**config.mk**
```make
export PLATFORM = sky130hd
export DESIGN_NAME = scl_wait_timer
export DESIGN_NICKNAME = d
export VERILOG_FILES = /design/src/rtl/scl_wd_pkg.sv /design/src/rtl/scl_wd_regs.sv /design/src/rtl/scl_wd_prescale.sv /design/src/rtl/scl_wd_count.sv /design/src/rtl/scl_wd_status.sv /design/src/rtl/scl_wait_timer.sv
export SDC_FILE = /design/constraint.sdc
export NUM_CORES = 1
export LEC_CHECK = 0
export ABC_AREA = 1
export ABC_CLOCK_PERIOD_IN_PS = 3200
export CORE_ASPECT_RATIO = 0.75
export CORE_MARGIN = 1.5
export CORE_UTILIZATION = 25
export CTS_CLUSTER_SIZE = 20
export DETAILED_ROUTE_END_ITERATION = 10
export SYNTH_ARGS = -nofsm -noshare
export SYNTH_HDL_FRONTEND = slang
export SYNTH_SLANG_ARGS = --single-unit
export TNS_END_PERCENT = 100
```
**constraint.sdc**
```tcl
create_clock -name clk -period 3.2 [get_ports clk]
set_input_delay 0.64 -clock clk [delete_from_list [all_inputs] [get_ports clk]]
set_output_delay 0.64 -clock clk [all_outputs]
set_load 0.05 [all_outputs]
```
**src/rtl/scl_wd_pkg.sv**
```systemverilog
package scl_wd_pkg;
  localparam int DEF_LIM_W = 15;
  localparam int DEF_EXP_W = 4;

  typedef enum logic [1:0] {
    WD_IDLE = 2'd0,
    WD_RUN  = 2'd1,
    WD_DONE = 2'd2
  } wd_state_e;
endpackage

```
**src/rtl/scl_wd_regs.sv**
```systemverilog
module scl_wd_regs #(
  parameter int LIM_W = scl_wd_pkg::DEF_LIM_W,
  parameter int EXP_W = scl_wd_pkg::DEF_EXP_W
) (
  input  logic             clk,
  input  logic             rst_n,
  input  logic             ctl_wr,
  input  logic [LIM_W:0]   ctl_wdata,
  input  logic             div_wr,
  input  logic [EXP_W-1:0] div_wdata,
  output logic             en_o,
  output logic [LIM_W-1:0] lim_o,
  output logic [EXP_W-1:0] exp_o
);
  logic             en_q;
  logic [LIM_W-1:0] lim_q;
  logic [EXP_W-1:0] exp_q;

  // enable and limit share one word; a write always loads both
  always_ff @(posedge clk) begin
    if (!rst_n) begin
      en_q  <= 1'b0;
      lim_q <= '0;
      exp_q <= '0;
    end else begin
      if (ctl_wr) begin
        en_q  <= ctl_wdata[LIM_W];
        lim_q <= ctl_wdata[LIM_W-1:0];
      end
      if (div_wr) exp_q <= div_wdata;
    end
  end

  assign en_o  = en_q;
  assign lim_o = lim_q;
  assign exp_o = exp_q;
endmodule

```
**src/rtl/scl_wd_prescale.sv**
```systemverilog
module scl_wd_prescale #(
  parameter int EXP_W = scl_wd_pkg::DEF_EXP_W
) (
  input  logic             clk,
  input  logic             rst_n,
  input  logic             run_i,
  input  logic [EXP_W-1:0] exp_i,
  output logic             tick_o
);
  localparam int PW = (1 << EXP_W) - 1;

  logic [PW-1:0] pre_q;
  logic [PW-1:0] mask;

  // exponent N gives a mask of N ones; the counter wraps at the mask
  assign mask   = PW'({PW{1'b1}} >> (PW - int'(exp_i)));
  assign tick_o = run_i && (pre_q == mask);

  always_ff @(posedge clk) begin
    if (!rst_n || !run_i || tick_o) pre_q <= '0;
    else                            pre_q <= pre_q + 1'b1;
  end
endmodule

```
**src/rtl/scl_wd_count.sv**
```systemverilog
module scl_wd_count #(
  parameter int LIM_W = scl_wd_pkg::DEF_LIM_W
) (
  input  logic             clk,
  input  logic             rst_n,
  input  logic             run_i,
  input  logic             tick_i,
  input  logic [LIM_W-1:0] lim_i,
  output logic             expire_o
);
  import scl_wd_pkg::*;

  wd_state_e        st_q;
  logic [LIM_W-1:0] cnt_q;
  logic             at_last;

  assign at_last  = (lim_i != '0) && (cnt_q == lim_i - 1'b1);
  assign expire_o = run_i && tick_i && (st_q != WD_DONE) && at_last;

  always_ff @(posedge clk) begin
    if (!rst_n || !run_i) begin
      st_q  <= WD_IDLE;
      cnt_q <= '0;
    end else begin
      unique case (st_q)
        WD_IDLE, WD_RUN: begin
          if (expire_o) begin
            st_q <= WD_DONE;
          end else begin
            st_q <= WD_RUN;
            if (tick_i) cnt_q <= cnt_q + 1'b1;
          end
        end
        default: st_q <= WD_DONE;
      endcase
    end
  end
endmodule

```
**src/rtl/scl_wd_status.sv**
```systemverilog
module scl_wd_status (
  input  logic clk,
  input  logic rst_n,
  input  logic expire_i,
  input  logic clr_i,
  input  logic ien_i,
  output logic flag_o,
  output logic irq_o
);
  logic flag_q;

  // a new expiry outranks a clear in the same cycle
  always_ff @(posedge clk) begin
    if (!rst_n)        flag_q <= 1'b0;
    else if (expire_i) flag_q <= 1'b1;
    else if (clr_i)    flag_q <= 1'b0;
  end

  assign flag_o = flag_q;
  assign irq_o  = flag_q & ien_i;
endmodule

```
**src/rtl/scl_wait_timer.sv**
```systemverilog
module scl_wait_timer #(
  parameter int LIM_W = scl_wd_pkg::DEF_LIM_W,
  parameter int EXP_W = scl_wd_pkg::DEF_EXP_W
) (
  input  logic             clk,
  input  logic             rst_n,
  input  logic             ctl_wr,
  input  logic [LIM_W:0]   ctl_wdata,
  input  logic             div_wr,
  input  logic [EXP_W-1:0] div_wdata,
  output logic [LIM_W:0]   cfg_o,
  output logic [EXP_W-1:0] div_o,
  input  logic             stretch_i,
  input  logic             clr_i,
  input  logic             ien_i,
  output logic             tmo_flag_o,
  output logic             tmo_irq_o
);
  logic             en;
  logic [LIM_W-1:0] lim;
  logic [EXP_W-1:0] expn;
  logic             run;
  logic             tick;
  logic             expire;

  scl_wd_regs #(.LIM_W(LIM_W), .EXP_W(EXP_W)) u_regs (
    .clk(clk), .rst_n(rst_n),
    .ctl_wr(ctl_wr), .ctl_wdata(ctl_wdata),
    .div_wr(div_wr), .div_wdata(div_wdata),
    .en_o(en), .lim_o(lim), .exp_o(expn)
  );

  // disable or release both zero the prescaler and the count
  assign run = en && stretch_i;

  scl_wd_prescale #(.EXP_W(EXP_W)) u_pre (
    .clk(clk), .rst_n(rst_n), .run_i(run), .exp_i(expn), .tick_o(tick)
  );

  scl_wd_count #(.LIM_W(LIM_W)) u_cnt (
    .clk(clk), .rst_n(rst_n), .run_i(run), .tick_i(tick),
    .lim_i(lim), .expire_o(expire)
  );

  scl_wd_status u_stat (
    .clk(clk), .rst_n(rst_n), .expire_i(expire), .clr_i(clr_i),
    .ien_i(ien_i), .flag_o(tmo_flag_o), .irq_o(tmo_irq_o)
  );

  assign cfg_o = {en, lim};
  assign div_o = expn;
endmodule

```
==> results of run 1 <==
## metal layers
metal,vias to the layer above,share of wire (%),global-route usage [%]
li1,1829,-,-
met1,1464,56,18.8
met2,84,38,17.3
met3,6,4.6,1.98
met4,0,1.1,3.16
met5,-,0,0
## worst max-delay path by stage
stage                    startpoint         endpoint  cells past startpoint
floorplan           u_regs.lim_o[0]  u_cnt.cnt_q[10]                     15
global placement              ien_i        tmo_irq_o                      4
detailed placement            ien_i        tmo_irq_o                      4
CTS                           ien_i        tmo_irq_o                      4
global route        u_regs.exp_o[3]   u_cnt.cnt_q[4]                     11
finish                        ien_i        tmo_irq_o                      4
## logic make-up (layout without fill, tap and decap cells)
logic type,count (synthesis),count (layout),share of synthesized area (%)
buf+inv,81,124,9.91
fa+ha+maj,4,4,1.42
flops,53,53,30.0
xor+xnor,30,30,7.43
simple gates,320,320,41.1
compound gates,64,64,10.2
## sequential cells by signal, indices dropped and copies added, names as in the netlist
signal	cells
u_cnt.cnt_q	15
u_pre.pre_q	15
u_regs.lim_o	15
u_regs.exp_o	4
u_cnt.st_q	2
u_regs.en_o	1
u_stat.flag_o	1
## cells in the mapped netlist (all sizes together)
cell type,count,area (µm²)
a21oi,35,213
a31oi,1,6.26
buf,7,71.3
clkbuf,8,31.3
clkinv,2,7.51
dfxtp,53,1060
ha,4,50.1
inv,64,240
nand2,157,637
nand3,33,183
nand3b,2,15.0
nand4,19,119
nor2,94,407
nor3,10,55.1
nor3b,4,30.0
nor4,1,6.26
o21ai,28,140
xnor2,8,70.1
xor2,22,193
## layout make-up
cell class              instances  area [µm²]  share of cell area (%)
multi-input cells             418        2120                    49.3
clock inverters                 1        8.76                   0.203
well taps                     175         219                    5.08
inverters                      66         248                    5.75
clock buffers                   7         153                    3.54
flip-flops and latches         53        1060                    24.6
repair buffers                 50         495                    11.5
## power by group through the flow
stage	combinational, mW	sequential, mW	clock [mW]
6_report	0.324	0.713	0.590
5_1_grt	0.361	0.717	0.635
4_1_cts	0.325	0.713	0.603
3_5_place_dp	0.324	0.728	0
3_3_place_gp	0.323	0.728	0
2_1_floorplan	0.173	0.770	0
## per-stage QoR
stage	hold slack [ns]	instances	cell area [µm²]	power, mW
floorplan	0.430	552	3530	0.944
global placement	0.451	762	4150	1.05
detailed placement	0.460	762	4150	1.05
CTS	0.476	770	4310	1.64
global route	0.536	770	4310	1.71
finish	0.472	770	4310	1.63
## placed cells by master, fill, tap and decap left out, drive strengths merged
master and instances:
a21oi 35, a31oi 1, buf 2, clkbuf 7
clkdlybuf4s50 48, clkinv 2, dfxtp 53, ha 4
inv 65, nand2 157, nand3 33, nand3b 2
nand4 19, nor2 94, nor3 10, nor3b 4
nor4 1, o21ai 28, xnor2 8, xor2 22
==> metrics, run 1 <==
status complete, no violations; Slew @ Worst Pin 0.661 ns; Net Sw Frac 30.2%; Reg-to-Reg End u_cnt.cnt_q[1]; Post CTS Setup Buffer Count 0; Placer Congestion 0.866; max cap viols 0; register area share after synthesis 30.0%; # DRC 0; headroom to the max-slew limit 55.9%; Worst path slowest cell clkdlybuf4s50_1; Crit Reg-Reg Startpoint u_regs.exp_o[3]; Logic pwr share 19.9%; Total GRT Usage 12.2%; final hold viol count 0; global route total overflow 0; Final ANT Viol Nets 0; Post-Synthesis Cells 552; Filler cells 1507; Power Density 378 nW/µm²; drt wl/cell 11.3 µm; Die Wd 140 µm; Synth Register Bits 53; WS Path Type in -> out; layout cells sized above 1 9.08%; DRT Wirelength 8730 µm; most used cell, CP clkdlybuf4s50_1; Clk Latency, worst-skew pair 0.30 ns; Reg clk slew, reported paths 0.06 ns; CP Max Fanout 1; Clk pwr share 36.2%; RSZ-0062 raised after global routing no; CP required 2.56 ns; CP bufs+invs 3; Root Driver clkbuf_16; Yosys warning total 0; ANT cells 0; minimum clock period 2.62 ns; Core Util, Final 31.3%; Cell Chain, Critical Path clkdlybuf4s50_1, nand2_1, inv_1, clkdlybuf4s50_1; syn_area_per_cell 6.40 µm²; Startpoint Class primary input; Crit path arrival time 1.98 ns; cell internal pwr 1.14 mW; initial core utilization 25.7%; Final nets 625; Layout area overhead 21.9%; initial antenna violation count 0; die area 14900 µm²; final period utilization 81.7%; Top Family by Delay on Critical Path buffers and inverters; Max clock buf depth 2; vias per cell 4.39; Worst Clk Skew 0.00982 ns; Setup TNS Final 0 ns; Flop pwr share 43.8%; Die Ht 106 µm; H-tree depth 2; worst-case reg-to-reg path depth 11; Net Switching 0.491 mW; CTS Hold Bufs 0; Rows 37; dpl ws 0.578 ns; worst hold stages 1; detailed-router iteration count before antenna repair 5; Tightest Hold Check Type reg -> reg; Final Max Tran Viols 0; kind of end point of the critical path output pin; post-synth cell types 34; Hold Crit Endpoint u_pre.pre_q[0]; port bufs 48; Worst path max stage delay 0.78 ns; DR vias 3383; vias in the first global route 2973; final setup vio count 0; HPWL after DPL 6790 µm; IO Count 49; Worst R2R Setup Slack 0.67 ns; PnR worst setup slack 0.585 ns; Post-Syn Nets 583; Mapped Area 3530 µm²; Core Box Area 13700 µm²; TritonCTS clock tree done; 1st-iter DRT viols 158; first-pass GRT wire length 14700 µm; clk sinks 53; CTS resizes 0; peak supply drop 0.201 mV; largest net degree at the start of global routing 26; TritonCTS buffer count 5; FMAX 0.382 GHz; Hold Startpoint u_pre.pre_q[0]; Lkg Pwr 1.77 nW
(Power assumes the default switching activity.)
==> run 2: changes to the inputs <==
--- a/config.mk
+++ b/config.mk
@@ -6,7 +6,7 @@
 export NUM_CORES = 1
 export LEC_CHECK = 0
 export ABC_AREA = 1
-export ABC_CLOCK_PERIOD_IN_PS = 3200
+export ABC_CLOCK_PERIOD_IN_PS = 2200
 export CORE_ASPECT_RATIO = 0.75
 export CORE_MARGIN = 1.5
 export CORE_UTILIZATION = 25
==> constraint.sdc (replaced) <==
create_clock -name clk -period 2.2 [get_ports clk]
set_input_delay 0.44 -clock clk [delete_from_list [all_inputs] [get_ports clk]]
set_output_delay 0.44 -clock clk [all_outputs]
set_load 0.05 [all_outputs]
==> run 2 against run 1 <==
Largest cell class unchanged. Combinational power up 56%. Sequential power rose by 44%. Register-to-register slack worse by 0.48 ns.
==> metrics, run 2 (synthesis results as in run 1) <==
Rows 37; peak supply drop 0.296 mV; PnR worst setup slack 0.131 ns; Final ANT Viol Nets 0; max cap viols 0; Root Driver clkbuf_16; Power Density 534 nW/µm²; Total GRT Usage 12.9%; TritonCTS clock tree done; design area 4550 µm²; FMAX 0.483 GHz; Max clock buf depth 2; Startpoint Class flip-flop; layout cells sized above 1 14.8%; Final nets 646; Core Util, Final 33.1%; commonest non-fill, non-tap cell in the layout nand2_1; HPWL after DPL 7070 µm; WS Path Type reg -> out; Worst R2R Setup Slack 0.19 ns; Layout area overhead 28.6%; Worst Clk Skew 0.00801 ns; H-tree depth 2; Setup TNS Final 0 ns; Hold Crit Endpoint u_pre.pre_q[0]; Lkg Pwr 1.89 nW; Clk Latency, worst-skew pair 0.29 ns; Final Max Tran Viols 0; CP bufs+invs 1; Reg clk slew, reported paths 0.07 ns; headroom to the max-slew limit 62.8%; vias per cell 4.42; final hold viol count 0; Placer Congestion 0.839; Hold Startpoint u_pre.pre_q[0]; Finished Layout Cells 790; initial antenna violation count 0; Post-Place Cells 779; Crit Reg-Reg Startpoint u_regs.exp_o[2]; IO Count 49; largest net degree at the start of global routing 21; first-pass GRT wire length 15700 µm; WHS 0.476 ns; drt wl/cell 11.6 µm; global route total overflow 0; Top Family by Delay on Critical Path buffers and inverters; final setup vio count 0; ANT cells 0; initial core utilization 25.7%; most frequent cells in the layout 141 x nand2_1, 80 x nor2_1, 60 x inv_1; CP Max Fanout 6; port bufs 48; worst hold stages 1; final period utilization 94.0%; detailed-router iteration count before antenna repair 5; dpl ws -0.0144 ns; status complete, no violations; # DRC 0; minimum clock period 2.07 ns; clk sinks 53; Cell Chain, Critical Path clkdlybuf4s50_1; Slew @ Worst Pin 0.557 ns; die area 14900 µm²; DR vias 3494; vias in the first global route 3225; Worst path max stage delay 0.86 ns; Core Box Area 13700 µm²; CP required 1.76 ns; Tightest Hold Check Type reg -> reg; Worst path slowest cell clkdlybuf4s50_1; Total Power 2.43 mW; Crit path arrival time 1.63 ns; Die Ht 106 µm; CTS Hold Bufs 0; Reg-to-Reg End u_cnt.cnt_q[7]; Die Wd 140 µm; TritonCTS buffer count 5; worst-case reg-to-reg path depth 14; kind of end point of the critical path output pin; DRT Wirelength 9200 µm; 1st-iter DRT viols 187; placed inst area 4300 µm²
## run 2: cell types whose count changed in the layout (fill, tap and decap cells not counted), sizes merged
cell           change
bufinv             +1
nand3              +1
clkbuf             -2
buf               +24
clkdlybuf4s50      -4
## run 2: layout make-up
cell class / instances / area, µm²
clock buffers: 5 / 125
clock inverters: 2 / 38.8
fillers: 1483 / 9200
inverters: 66 / 248
multi-input cells: 419 / 2170
flip-flops and latches: 53 / 1070
well taps: 175 / 219
repair buffers: 70 / 677
## run 2: how the worst max path moves through the flow
stage / from / to / slack, ns / cells past startpoint
2_1_floorplan: u_regs.lim_o[0] / u_cnt.cnt_q[10] / 0.05 / 15
3_3_place_gp: stretch_i / u_cnt.cnt_q[2] / 0.001 / 13
3_5_place_dp: stretch_i / u_cnt.cnt_q[1] / -0.01 / 13
4_1_cts: u_regs.exp_o[1] / div_o[1] / 0.07 / 1
5_1_grt: u_regs.exp_o[1] / u_cnt.cnt_q[3] / -0.02 / 14
6_report: u_regs.lim_o[5] / cfg_o[5] / 0.13 / 1
## run 2: power by group
group | internal (mW) | switching [mW]
clock | 0.535 | 0.356
sequential | 0.987 | 0.0463
combinational | 0.196 | 0.308
total | 1.72 | 0.710
## run 2: metal layers
metal | vias up | part of all wire (%) | global-route usage, %
met5 | - | 0 | 0
met4 | 0 | 1.0 | 3.16
met3 | 6 | 4.6 | 2.03
met2 | 78 | 38 | 18.0
met1 | 1530 | 56 | 20.1
li1 | 1880 | - | -
## run 2: repair_timing
action                                  CTS  global route
gates resized for setup                   0            15
buffers inserted                          0             3
hold endpoints to repair                  0             0
endpoints found under the setup margin    0            17
